===== config.mk =====
export PLATFORM = sky130hd
export DESIGN_NAME = refresh_sched
export DESIGN_NICKNAME = d
export VERILOG_FILES = /design/src/rtl/refresh_pkg.sv /design/src/rtl/refresh_down.sv /design/src/rtl/refresh_dp.sv /design/src/rtl/refresh_ctrl.sv /design/src/rtl/refresh_sched.sv
export SDC_FILE = /design/constraint.sdc
export NUM_CORES = 1
export LEC_CHECK = 0
export BUFFER_PORTS_ARGS = -buffer_cell sky130_fd_sc_hd__buf_2
export CAP_MARGIN = 20
export CORE_AREA = 2 2 72 74
export CTS_CLUSTER_DIAMETER = 60
export CTS_CLUSTER_SIZE = 14
export DETAILED_ROUTE_END_ITERATION = 10
export DIE_AREA = 0 0 74 76
export PLACE_DENSITY = 0.57
export SLEW_MARGIN = 20
export SYNTH_ARGS = -nofsm -noshare
export SYNTH_HDL_FRONTEND = slang
export SYNTH_SLANG_ARGS = --single-unit
export TNS_END_PERCENT = 1

===== constraint.sdc =====
create_clock -name clk -period 3 [get_ports clk]
set_input_delay 0.6 -clock clk [delete_from_list [all_inputs] [get_ports clk]]
set_output_delay 0.6 -clock clk [all_outputs]
set_load 0.005 [all_outputs]

===== src/rtl/refresh_pkg.sv =====
package refresh_pkg;
  // strobes from control to datapath
  typedef struct packed {
    logic tickEn;    // interval timer may advance
    logic ackTake;   // accepted refresh command
    logic exitTake;  // accepted self-refresh exit
  } strobe_t;
endpackage


===== src/rtl/refresh_down.sv =====
module refresh_down #(
  parameter int LOAD = 10
) (
  input  logic clk,
  input  logic rstN,
  input  logic load,
  output logic busy
);
  localparam int CW = $clog2(LOAD + 1);
  logic [CW-1:0] cnt;

  always_ff @(posedge clk or negedge rstN) begin
    if (!rstN)            cnt <= '0;
    else if (load)        cnt <= CW'(LOAD);
    else if (cnt != '0)   cnt <= cnt - CW'(1);
  end

  assign busy = (cnt != '0);
endmodule


===== src/rtl/refresh_dp.sv =====
module refresh_dp
  import refresh_pkg::*;
#(
  parameter int INTERVAL = 1040,
  parameter int MAX_DEBT = 8,
  parameter int TRFC     = 10,
  parameter int TXSA     = 10,
  parameter int TXSR     = 200,
  localparam int BAL_W   = $clog2(MAX_DEBT + 1) + 1
) (
  input  logic                    clk,
  input  logic                    rstN,
  input  strobe_t                 strobe,
  output logic signed [BAL_W-1:0] balance,
  output logic                    rfcBusy,
  output logic                    xsaBusy,
  output logic                    xsrBusy
);
  localparam int TICK_W = (INTERVAL > 1) ? $clog2(INTERVAL) : 1;
  localparam logic signed [BAL_W-1:0] BAL_MAX = BAL_W'(MAX_DEBT);
  localparam logic signed [BAL_W-1:0] BAL_MIN = -BAL_MAX;

  logic [TICK_W-1:0] tickCnt;
  logic              tickFire;

  assign tickFire = strobe.tickEn && (tickCnt == TICK_W'(INTERVAL - 1));

  always_ff @(posedge clk or negedge rstN) begin
    if (!rstN)             tickCnt <= '0;
    else if (strobe.tickEn) tickCnt <= tickFire ? '0 : tickCnt + TICK_W'(1);
  end

  always_ff @(posedge clk or negedge rstN) begin
    if (!rstN) balance <= '0;
    else if (tickFire && !strobe.ackTake) begin
      if (balance < BAL_MAX) balance <= balance + BAL_W'(1);
    end else if (strobe.ackTake && !tickFire) begin
      if (balance > BAL_MIN) balance <= balance - BAL_W'(1);
    end
  end

  // three hold-off windows share one counter shape
  localparam int NWIN = 3;
  localparam int WIN_LEN [NWIN] = '{TRFC, TXSA, TXSR};
  logic [NWIN-1:0] winLoad, winBusy;
  assign winLoad = {strobe.exitTake, strobe.exitTake, strobe.ackTake};

  for (genvar w = 0; w < NWIN; w++) begin : g_win
    refresh_down #(.LOAD(WIN_LEN[w])) u_win (
      .clk(clk), .rstN(rstN), .load(winLoad[w]), .busy(winBusy[w]));
  end

  assign rfcBusy = winBusy[0];
  assign xsaBusy = winBusy[1];
  assign xsrBusy = winBusy[2];

  p_balance_range_r3: assert property (@(posedge clk) disable iff (!rstN)
    (balance <= BAL_MAX) && (balance >= BAL_MIN));
  p_timer_frozen_r8: assert property (@(posedge clk) disable iff (!rstN)
    !strobe.tickEn |=> (tickCnt == $past(tickCnt)));
  p_ack_starts_rfc_r7: assert property (@(posedge clk) disable iff (!rstN)
    strobe.ackTake |=> rfcBusy);
endmodule


===== src/rtl/refresh_ctrl.sv =====
module refresh_ctrl
  import refresh_pkg::*;
#(
  parameter int MAX_DEBT = 8,
  localparam int BAL_W   = $clog2(MAX_DEBT + 1) + 1
) (
  input  logic                    clk,
  input  logic                    rstN,
  input  logic                    allIdle,
  input  logic                    ack,
  input  logic                    srEnter,
  input  logic                    srExit,
  input  logic signed [BAL_W-1:0] balance,
  input  logic                    rfcBusy,
  input  logic                    xsaBusy,
  input  logic                    xsrBusy,
  output strobe_t                 strobe,
  output logic                    req,
  output logic                    urgent,
  output logic                    refOk,
  output logic                    readyAct,
  output logic                    readyRd
);
  localparam logic signed [BAL_W-1:0] BAL_MAX = BAL_W'(MAX_DEBT);
  localparam logic signed [BAL_W-1:0] BAL_MIN = -BAL_MAX;

  logic inSr;
  logic srTake;

  assign req      = !inSr && (balance > 0);
  assign urgent   = !inSr && (balance == BAL_MAX);
  assign refOk    = allIdle && !inSr && !rfcBusy && !xsaBusy && (balance > BAL_MIN);
  assign readyAct = !inSr && !rfcBusy && !xsaBusy;
  assign readyRd  = !inSr && !rfcBusy && !xsrBusy;

  assign srTake          = srEnter && refOk;
  assign strobe.ackTake  = ack && refOk;
  assign strobe.exitTake = srExit && inSr;
  assign strobe.tickEn   = !inSr;

  always_ff @(posedge clk or negedge rstN) begin
    if (!rstN)                inSr <= 1'b0;
    else if (strobe.exitTake) inSr <= 1'b0;
    else if (srTake)          inSr <= 1'b1;
  end

  p_urgent_has_req_r3: assert property (@(posedge clk) disable iff (!rstN)
    urgent |-> req);
  p_idle_gate_r6: assert property (@(posedge clk) disable iff (!rstN)
    !allIdle |-> !refOk);
  p_rfc_blocks_r7: assert property (@(posedge clk) disable iff (!rstN)
    (ack && refOk) |=> (!refOk && !readyAct && !readyRd));
  p_sr_quiet_r8: assert property (@(posedge clk) disable iff (!rstN)
    inSr |-> (!req && !urgent && !refOk && !readyAct && !readyRd));
  p_exit_holds_act_r9: assert property (@(posedge clk) disable iff (!rstN)
    (inSr && srExit) |=> (!readyAct && !refOk));
  p_exit_holds_rd_r10: assert property (@(posedge clk) disable iff (!rstN)
    (inSr && srExit) |=> !readyRd);
endmodule


===== src/rtl/refresh_sched.sv =====
module refresh_sched
  import refresh_pkg::*;
#(
  parameter int INTERVAL = 1040,
  parameter int MAX_DEBT = 8,
  parameter int TRFC     = 10,
  parameter int TXSA     = 10,
  parameter int TXSR     = 200
) (
  input  logic clk,
  input  logic rstN,
  input  logic allIdle,
  input  logic ack,
  input  logic srEnter,
  input  logic srExit,
  output logic req,
  output logic urgent,
  output logic refOk,
  output logic readyAct,
  output logic readyRd
);
  localparam int BAL_W = $clog2(MAX_DEBT + 1) + 1;

  strobe_t                 strobe;
  logic signed [BAL_W-1:0] balance;
  logic                    rfcBusy, xsaBusy, xsrBusy;

  refresh_ctrl #(.MAX_DEBT(MAX_DEBT)) u_ctrl (
    .clk(clk), .rstN(rstN), .allIdle(allIdle), .ack(ack),
    .srEnter(srEnter), .srExit(srExit), .balance(balance),
    .rfcBusy(rfcBusy), .xsaBusy(xsaBusy), .xsrBusy(xsrBusy),
    .strobe(strobe), .req(req), .urgent(urgent), .refOk(refOk),
    .readyAct(readyAct), .readyRd(readyRd));

  refresh_dp #(.INTERVAL(INTERVAL), .MAX_DEBT(MAX_DEBT), .TRFC(TRFC),
               .TXSA(TXSA), .TXSR(TXSR)) u_dp (
    .clk(clk), .rstN(rstN), .strobe(strobe), .balance(balance),
    .rfcBusy(rfcBusy), .xsaBusy(xsaBusy), .xsrBusy(xsrBusy));
endmodule


==> results of run 1 <==
logic make-up after synthesis:
| kind of cell | count (synthesis) | share of synthesized area, % |
|---|---|---|
| DFF | 33 | 44.09 |
| and+or+nand+nor | 77 | 24.11 |
| xor gates and xnor gates | 18 | 8.417 |
| muxes | 5 | 3.006 |
| AOI/OAI and AO/OA | 24 | 10.42 |
| buffers and inverters | 14 | 2.872 |
| adders and majority gates | 10 | 7.081 |
cell type report:
type | count | area share, %
Tap cell | 70 | 4.135
Inverter | 11 | 1.949
Clock inverter | 2 | 0.4725
Multi-Input combinational cell | 134 | 46.90
Sequential cell | 33 | 38.98
Clock buffer | 6 | 3.426
Timing Repair Buffer | 15 | 4.135
worst max-delay path: stages (launching register included):
cell     delay [ns]
dfrtp_1        0.43
inv_1          0.10
ha_1           0.13
nor4b_1        0.52
nand2_1        0.31
nor2_1         0.20
buf_2          0.13
registers in the layout (all words and copies together) (netlist names):
signal / count
u_ctrl.inSr: 1
u_dp.balance: 5
u_dp.tickCnt: 11
u_dp.g_win.u_win.cnt: 16
worst paths after layout:
kind | start | endpoint
worst min register to register | u_dp.tickCnt[9]$_DFFE_PN0N_ | u_dp.tickCnt[9]$_DFFE_PN0N_
worst max-delay path | u_dp.g_win[2].u_win.cnt[0]$_DFFE_PN0P_ | readyRd
max in group asynchronous | rstN | u_dp.g_win[0].u_win.cnt[2]$_DFFE_PN0P_
worst min-delay path | rstN | u_dp.tickCnt[6]$_DFFE_PN0N_
worst max register to register | u_dp.balance[4]$_DFFE_PN0P_ | u_dp.balance[3]$_DFFE_PN0P_
min in group clk | u_dp.tickCnt[9]$_DFFE_PN0N_ | u_dp.tickCnt[9]$_DFFE_PN0N_
per-stage QoR:
stage          hold WS, ns  utilization (%)  power (uW)  setup slack (ns)
2_1_floorplan       0.3044                -        1319            0.3435
3_3_place_gp        0.4795            41.44        1481            0.3257
3_5_place_dp        0.4748            41.44        1486            0.3015
4_1_cts             0.4055            43.12        1821            0.3015
5_1_grt             0.4341            43.12        1979           0.06655
6_report            0.3786            43.12        1793            0.2919
power by group through the flow:
stage,Sequential [uW],Clock (uW),Combinational (uW)
2_1_floorplan,778,0,542
6_report,817,318,658
5_1_grt,847,359,773
3_3_place_gp,822,0,659
4_1_cts,815,333,672
3_5_place_dp,822,0,664
routing by layer:
layer	GRT usage, %	vias to the layer above	routed length, um
li1	-	680	-
met1	20.79	614	1792
met2	18.21	19	1398
met3	4.365	7	133
met4	4.364	0	43
met5	0	-	0
layout by cell type, fill, tap and decap left out, types with 2 or more instances in the layout:
master	instances
a211o_1	2
a211oi_1	3
a21o_1	3
a21oi_1	4
and3_1	4
and3_2	2
buf_2	10
buf_4	5
clkbuf_8	5
clkinv_2	2
dfrtp_1	33
ha_1	9
inv_1	11
mux2_2	2
mux2i_1	2
nand2_1	17
nand2b_1	3
nand3_1	4
nand4_1	4
nor2_1	15
nor2b_1	3
nor3_1	7
nor4b_1	2
o211ai_1	2
o21ai_0	4
or3_1	3
or4_4	2
xnor2_1	10
xor2_1	8
==> summary.txt, run 1 <==
Status
  – Outcome: complete, no violations

Global route
  – Initial antenna violation count: 0
  – Largest net degree at the start of global routing: 34
  – Total GRT Usage: 13.68%
  – First-pass GRT wire length: 5989 um
  – Overflow after GRT: 0
  – Number of global-route vias before repair: 1,233

Synthesis
  – Top-count cell post-synth: dfrtp_1
  – Dominant synthesized flop cell: dfrtp_1
  – Yosys top cell by area: dfrtp_1
  – Sequential cell area fraction in the yosys report: 44.09%
  – Synth async-reset ratio: between 90% and 100%
  – Number of synthesized flops with an enable pin: 0
  – Register bit total from synthesis: 33
  – Number of synthesis warnings: 0
  – Synth cell types: 46
  – Syn Std Cell Area: 0.001873 mm^2
  – Post-Syn Nets: between 150 and 200
  – Synth top cells by count: 33 x dfrtp_1, 17 x nand2_1, 15 x nor2_1
  – Mapped Avg Cell Area: just over 10 um^2
  – Gate count after technology mapping: 181
  – Synth top area share: 44.09%
  – Synth area leaders: dfrtp_1 44%, ha_1 6.0%, xnor2_1 4.7%

Placement
  – DP Area: 0.002036 mm^2
  – Port bufs: 10
  – Dpl hpwl: 2501 um
  – Placed instance count: 263
  – RD Place Congestion: 0.7730

STA
  – Least-Margin Pin Slew: 0.7450 ns
  – Clock skew: 0.003596 ns
  – Hold Vio Cnt, Final: 0
  – Final setup fails: 0
  – Setup TNS: 0 ns
  – Fin crit period: between 2 and 3 ns
  – Final Cycle Share: around nine tenths
  – RSZ-0062 raised after global routing: no
  – Slew HR: about half
  – Fmax: 0.3693 GHz
  – Slew Viols, Final: 0

Pwr
  – Power Density: 846.4 mW/mm^2
  – Combinational power share: 36.7%
  – Sw Ratio: between 30% and 40%
  – Clk pwr share: between 10% and 20%
  – Sw power: 675.6 uW
  – Leak: 0.0009244 uW
  – Peak VDD IR: between 0.3 and 0.4 mV
  – Register share of total power: about 46%
  – Internal cell power: about 1100 uW

Clock network
  – Cts hold-fix bufs: 0
  – Cts bufs inserted: 5
  – CTS max path bufs: 2
  – Post-CTS Setup Repair Bufs: 0
  – CTS Sinks: 33
  – CTS tree: built
  – CTS root buffer: clkbuf_8
  – Post-CTS sizing: 0
  – Htree depth: 2
  – Clk_lat worst skew: ~0.28 ns
  – Clk slew on worst S/H paths: 0.07 ns

Floorplan
  – Die height: 76 um
  – Die Span X: 74 um
  – Num rows: 26
  – Die ar.: between 0.005 and 0.006 mm^2
  – Initial Util: 38.13%
  – # IOs: 11
  – Core area: 0.004912 mm^2

Route
  – Remaining routing DRC violations: 0
  – Total Wirelength: between 3000 and 4000 um
  – First-pass iteration count of the detailed router: 4
  – Vias: between 1,000 and 1,500
  – Wire length per cell: 12.42 um
  – Vias per cell: between 4 and 5
  – Post-route ant nets: 0
  – DRT iter0 DRCs: 107

Final layout
  – Multi-input gate area: 993.5 um^2
  – Nets: 216
  – Fraction of layout cells with a size suffix above 1: 16.92%
  – FF/Latch Area: 825.8 um^2
  – Design area: 0.002118 mm^2
  – Fin cells: roughly 270
  – ANT cells: 0
  – Area growth syn-to-layout: 13.09%
  – Fill count: between 400 and 500

Setup path
  – Kind of critical path: reg2out
  – Crit path arrival time: 2.11 ns
  – Crit start category: flop
  – R2R cell count: 10
  – Crit Path Max Fanout: 6
  – Required time of the critical path: 2.40 ns
  – R2r setup slk: 0.35 ns
  – CP Capture Type: output pin

Worst hold path
  – Hold Crit Class: in2async

Flow run
  – Max Cap Viol: 0
(Power assumes the default switching activity.)
==> inputs of run 2 (changes only) <==
--- a/config.mk
+++ b/config.mk
@@ -7,12 +7,12 @@
 export LEC_CHECK = 0
 export BUFFER_PORTS_ARGS = -buffer_cell sky130_fd_sc_hd__buf_2
 export CAP_MARGIN = 20
-export CORE_AREA = 2 2 72 74
+export CORE_AREA = 2 2 61 63
 export CTS_CLUSTER_DIAMETER = 60
 export CTS_CLUSTER_SIZE = 14
 export DETAILED_ROUTE_END_ITERATION = 10
-export DIE_AREA = 0 0 74 76
-export PLACE_DENSITY = 0.57
+export DIE_AREA = 0 0 63 65
+export PLACE_DENSITY = 0.75
 export SLEW_MARGIN = 20
 export SYNTH_ARGS = -nofsm -noshare
 export SYNTH_HDL_FRONTEND = slang
==> summary.txt, run 2 (synthesis gave the netlist of run 1 again) <==
Pwr
  – Power Density: 881.3 mW/mm^2 (+4.1%)
  – Clk pwr share: 19.0% (+1.2 points)
  – Internal cell power: 1147 uW (+2.7%)
  – Leak: 0.0009098 uW (-1.6%)
  – Combinational power share: 36.1% (-0.6 points)
  – Sw Ratio: 37.20% (-0.48 points)
  – Register share of total power: 44.9% (-0.7 points)
  – Peak VDD IR: 0.4167 mV (+25%)
  – Sw power: 679.6 uW (+0.60%)

Final layout
  – Fraction of layout cells with a size suffix above 1: 16.16% (-0.75 points)
  – Multi-input gate area: 996.0 um^2 (+0.25%)
  – Largest register FFs: 16 (unchanged)
  – Fin cells: 246 (-9.2%)
  – Nets: 213 (-1.4%)
  – Regs by FF count: u_dp.g_win.u_win.cnt (16), u_dp.tickCnt (11), u_dp.balance (5)
  – FF/Latch Area: 825.8 um^2 (unchanged)
  – Area growth syn-to-layout: 10.69%
  – Commonest non-fill, non-tap cells in the layout: 33 x dfrtp_1, 16 x nand2_1, 15 x nor2_1
  – Largest Register: u_dp.g_win.u_win.cnt
  – Fill count: 310 (-36%)
  – ANT cells: 0 (unchanged)
  – Commonest non-fill, non-tap cell in the layout: dfrtp_1

Flow run
  – Max Cap Viol: 0 (unchanged)

STA
  – Final Cycle Share: 92.56% (+2.3 points)
  – Final setup fails: 0 (unchanged)
  – Setup TNS: 0 ns (unchanged)
  – Clock skew: 0.01509 ns (+0.01149 ns)
  – Fin crit period: 2.777 ns (+0.06859 ns)
  – Slew HR: 51.96% (+1.6 points)
  – RSZ-0062 raised after global routing: no
  – Hold slack: 0.3071 ns (-0.07152 ns)
  – Least-Margin Pin Slew: 0.7207 ns (-0.02429 ns)
  – Fmax: 0.3601 GHz (-2.5%)
  – Slew Viols, Final: 0 (unchanged)
  – Hold Vio Cnt, Final: 0 (unchanged)

Clock network
  – CTS max path bufs: 2 (unchanged)
  – Cts bufs inserted: 5 (unchanged)
  – Cts hold-fix bufs: 0 (unchanged)
  – CTS Sinks: 33 (unchanged)
  – Clk slew on worst S/H paths: 0.11 ns (+0.04 ns)
  – CTS tree: built
  – CTS root buffer: clkbuf_4
  – Clk_lat worst skew: 0.34 ns (+0.06 ns)
  – Htree depth: 2 (unchanged)

Global route
  – Overflow after GRT: 0 (unchanged)
  – Initial antenna violation count: 0 (unchanged)
  – Largest net degree at the start of global routing: 34 (unchanged)
  – Number of global-route vias before repair: 1,355 (+9.9%)
  – Total GRT Usage: 19.27% (+5.6 points)
  – First-pass GRT wire length: 6113 um (+2.1%)

Route
  – Total Wirelength: 3429 um (+1.8%)
  – Wire length per cell: 13.94 um (+12%)
  – Vias: 1,347 (+2.0%)
  – DRT iter0 DRCs: 77 (-28%)
  – Post-route ant nets: 0 (unchanged)
  – Remaining routing DRC violations: 0 (unchanged)
  – Vias per cell: 5.476 (+12%)
  – First-pass iteration count of the detailed router: 4 (unchanged)

Worst hold path
  – Hold Crit Class: in2async

Floorplan
  – Core area: 0.003496 mm^2 (-29%)
  – Die height: 65 um (-14%)
  – Initial Util: 53.58% (+15 points)
  – Num rows: 22 (-15%)
  – Die Span X: 63 um (-15%)
  – # IOs: 11 (unchanged)
  – Die ar.: 0.004095 mm^2 (-27%)

Setup path
  – Required time of the critical path: 3.21 ns (+0.81 ns)
  – CP Cell Sequence: nor2b_4, a2111oi_4, nand4_1, nand2_2, ha_1, a21o_1, a21oi_1, xnor2_1, a221oi_1, nor2_1
  – Crit-path max cell delay: 0.49 ns (-0.03 ns)
  – CP Capture Type: flop
  – Crit path arrival time: 2.99 ns (+0.88 ns)
  – Kind of critical path: reg2reg
  – Crit start category: flop
  – CP max-delay cell: dfrtp_1
  – Crit Path Max Fanout: 7 (+1)

Placement
  – Placed instance count: 238 (-9.5%)
  – Port bufs: 10 (unchanged)
  – Dpl hpwl: 2525 um (+0.96%)
  – RD Place Congestion: 0.7992 (+3.4%)

Status
  – Outcome: complete, no violations
## run 2: worst max-delay path: cells and delay by family, from the launching register on
| family | cells | cell delay [ns] |
|---|---|---|
| DFF | 1 | 0.49 |
| AOI/OAI and AO/OA | 4 | 1.08 |
| adders and majority gates | 1 | 0.26 |
| and+or+nand+nor | 4 | 0.72 |
| xor gates and xnor gates | 1 | 0.11 |
## run 2: worst paths after layout
| check | cells after the start | slack [ns] | endpoint | start |
|---|---|---|---|---|
| min in group clk | 2 | 0.48 | u_ctrl.inSr$_DFFE_PN0P_ | srExit |
| hold / removal | 1 | 0.31 | u_dp.g_win[2].u_win.cnt[1]$_DFFE_PN0P_ | rstN |
| hold reg to reg | 1 | 0.49 | u_dp.tickCnt[9]$_DFFE_PN0N_ | u_dp.tickCnt[9]$_DFFE_PN0N_ |
| setup reg to reg | 10 | 0.22 | u_dp.balance[3]$_DFFE_PN0P_ | u_dp.balance[4]$_DFFE_PN0P_ |
| max in group asynchronous | 1 | 2.22 | u_dp.balance[0]$_DFFE_PN0P_ | rstN |
| setup / recovery | 10 | 0.22 | u_dp.balance[3]$_DFFE_PN0P_ | u_dp.balance[4]$_DFFE_PN0P_ |
## run 2: cell type report
type | count | share of cell area (%)
timing repair buffer | 12 | 3.138
multi-input combinational | 134 | 48.04
clock inverter | 1 | 1.448
clock buffer | 7 | 2.655
tap | 48 | 2.897
inverter | 11 | 1.992
sequential | 33 | 39.83
## run 2: repair_timing
item	CTS	global route
setup endpoints to repair	0	1
setup buffers	0	0
gates resized for setup	0	1
## run 2: through the flow
| stage | instance area, um^2 | power (uW) | utilization, % | setup WS [ns] |
|---|---|---|---|---|
| 3_5_place_dp | 1986 | 1481 | 56.80 | 0.1568 |
| 2_1_floorplan | 1873 | 1319 | - | 0.3435 |
| 4_1_cts | 2071 | 1843 | 59.23 | 0.1366 |
| 6_report | 2073 | 1827 | 59.31 | 0.2233 |
| 3_3_place_gp | 1986 | 1438 | 56.80 | 0.3333 |
| 5_1_grt | 2073 | 1996 | 59.31 | 0.0002431 |
## run 2: routing by layer
layer	global-route usage [%]	vias up	part of all wire [%]
met2	33.11	14	49
met4	6.389	0	1.4
met5	0	-	0
met3	5.903	6	3.0
li1	-	673	-
met1	23.04	654	46
## run 2: power groups by stage
stage	registers [uW]	clock network, uW	logic [uW]
finish	821	347	659
global route	849	383	764
CTS	818	355	669
detailed placement	824	0	658
global placement	811	0	627
floorplan	778	0	542
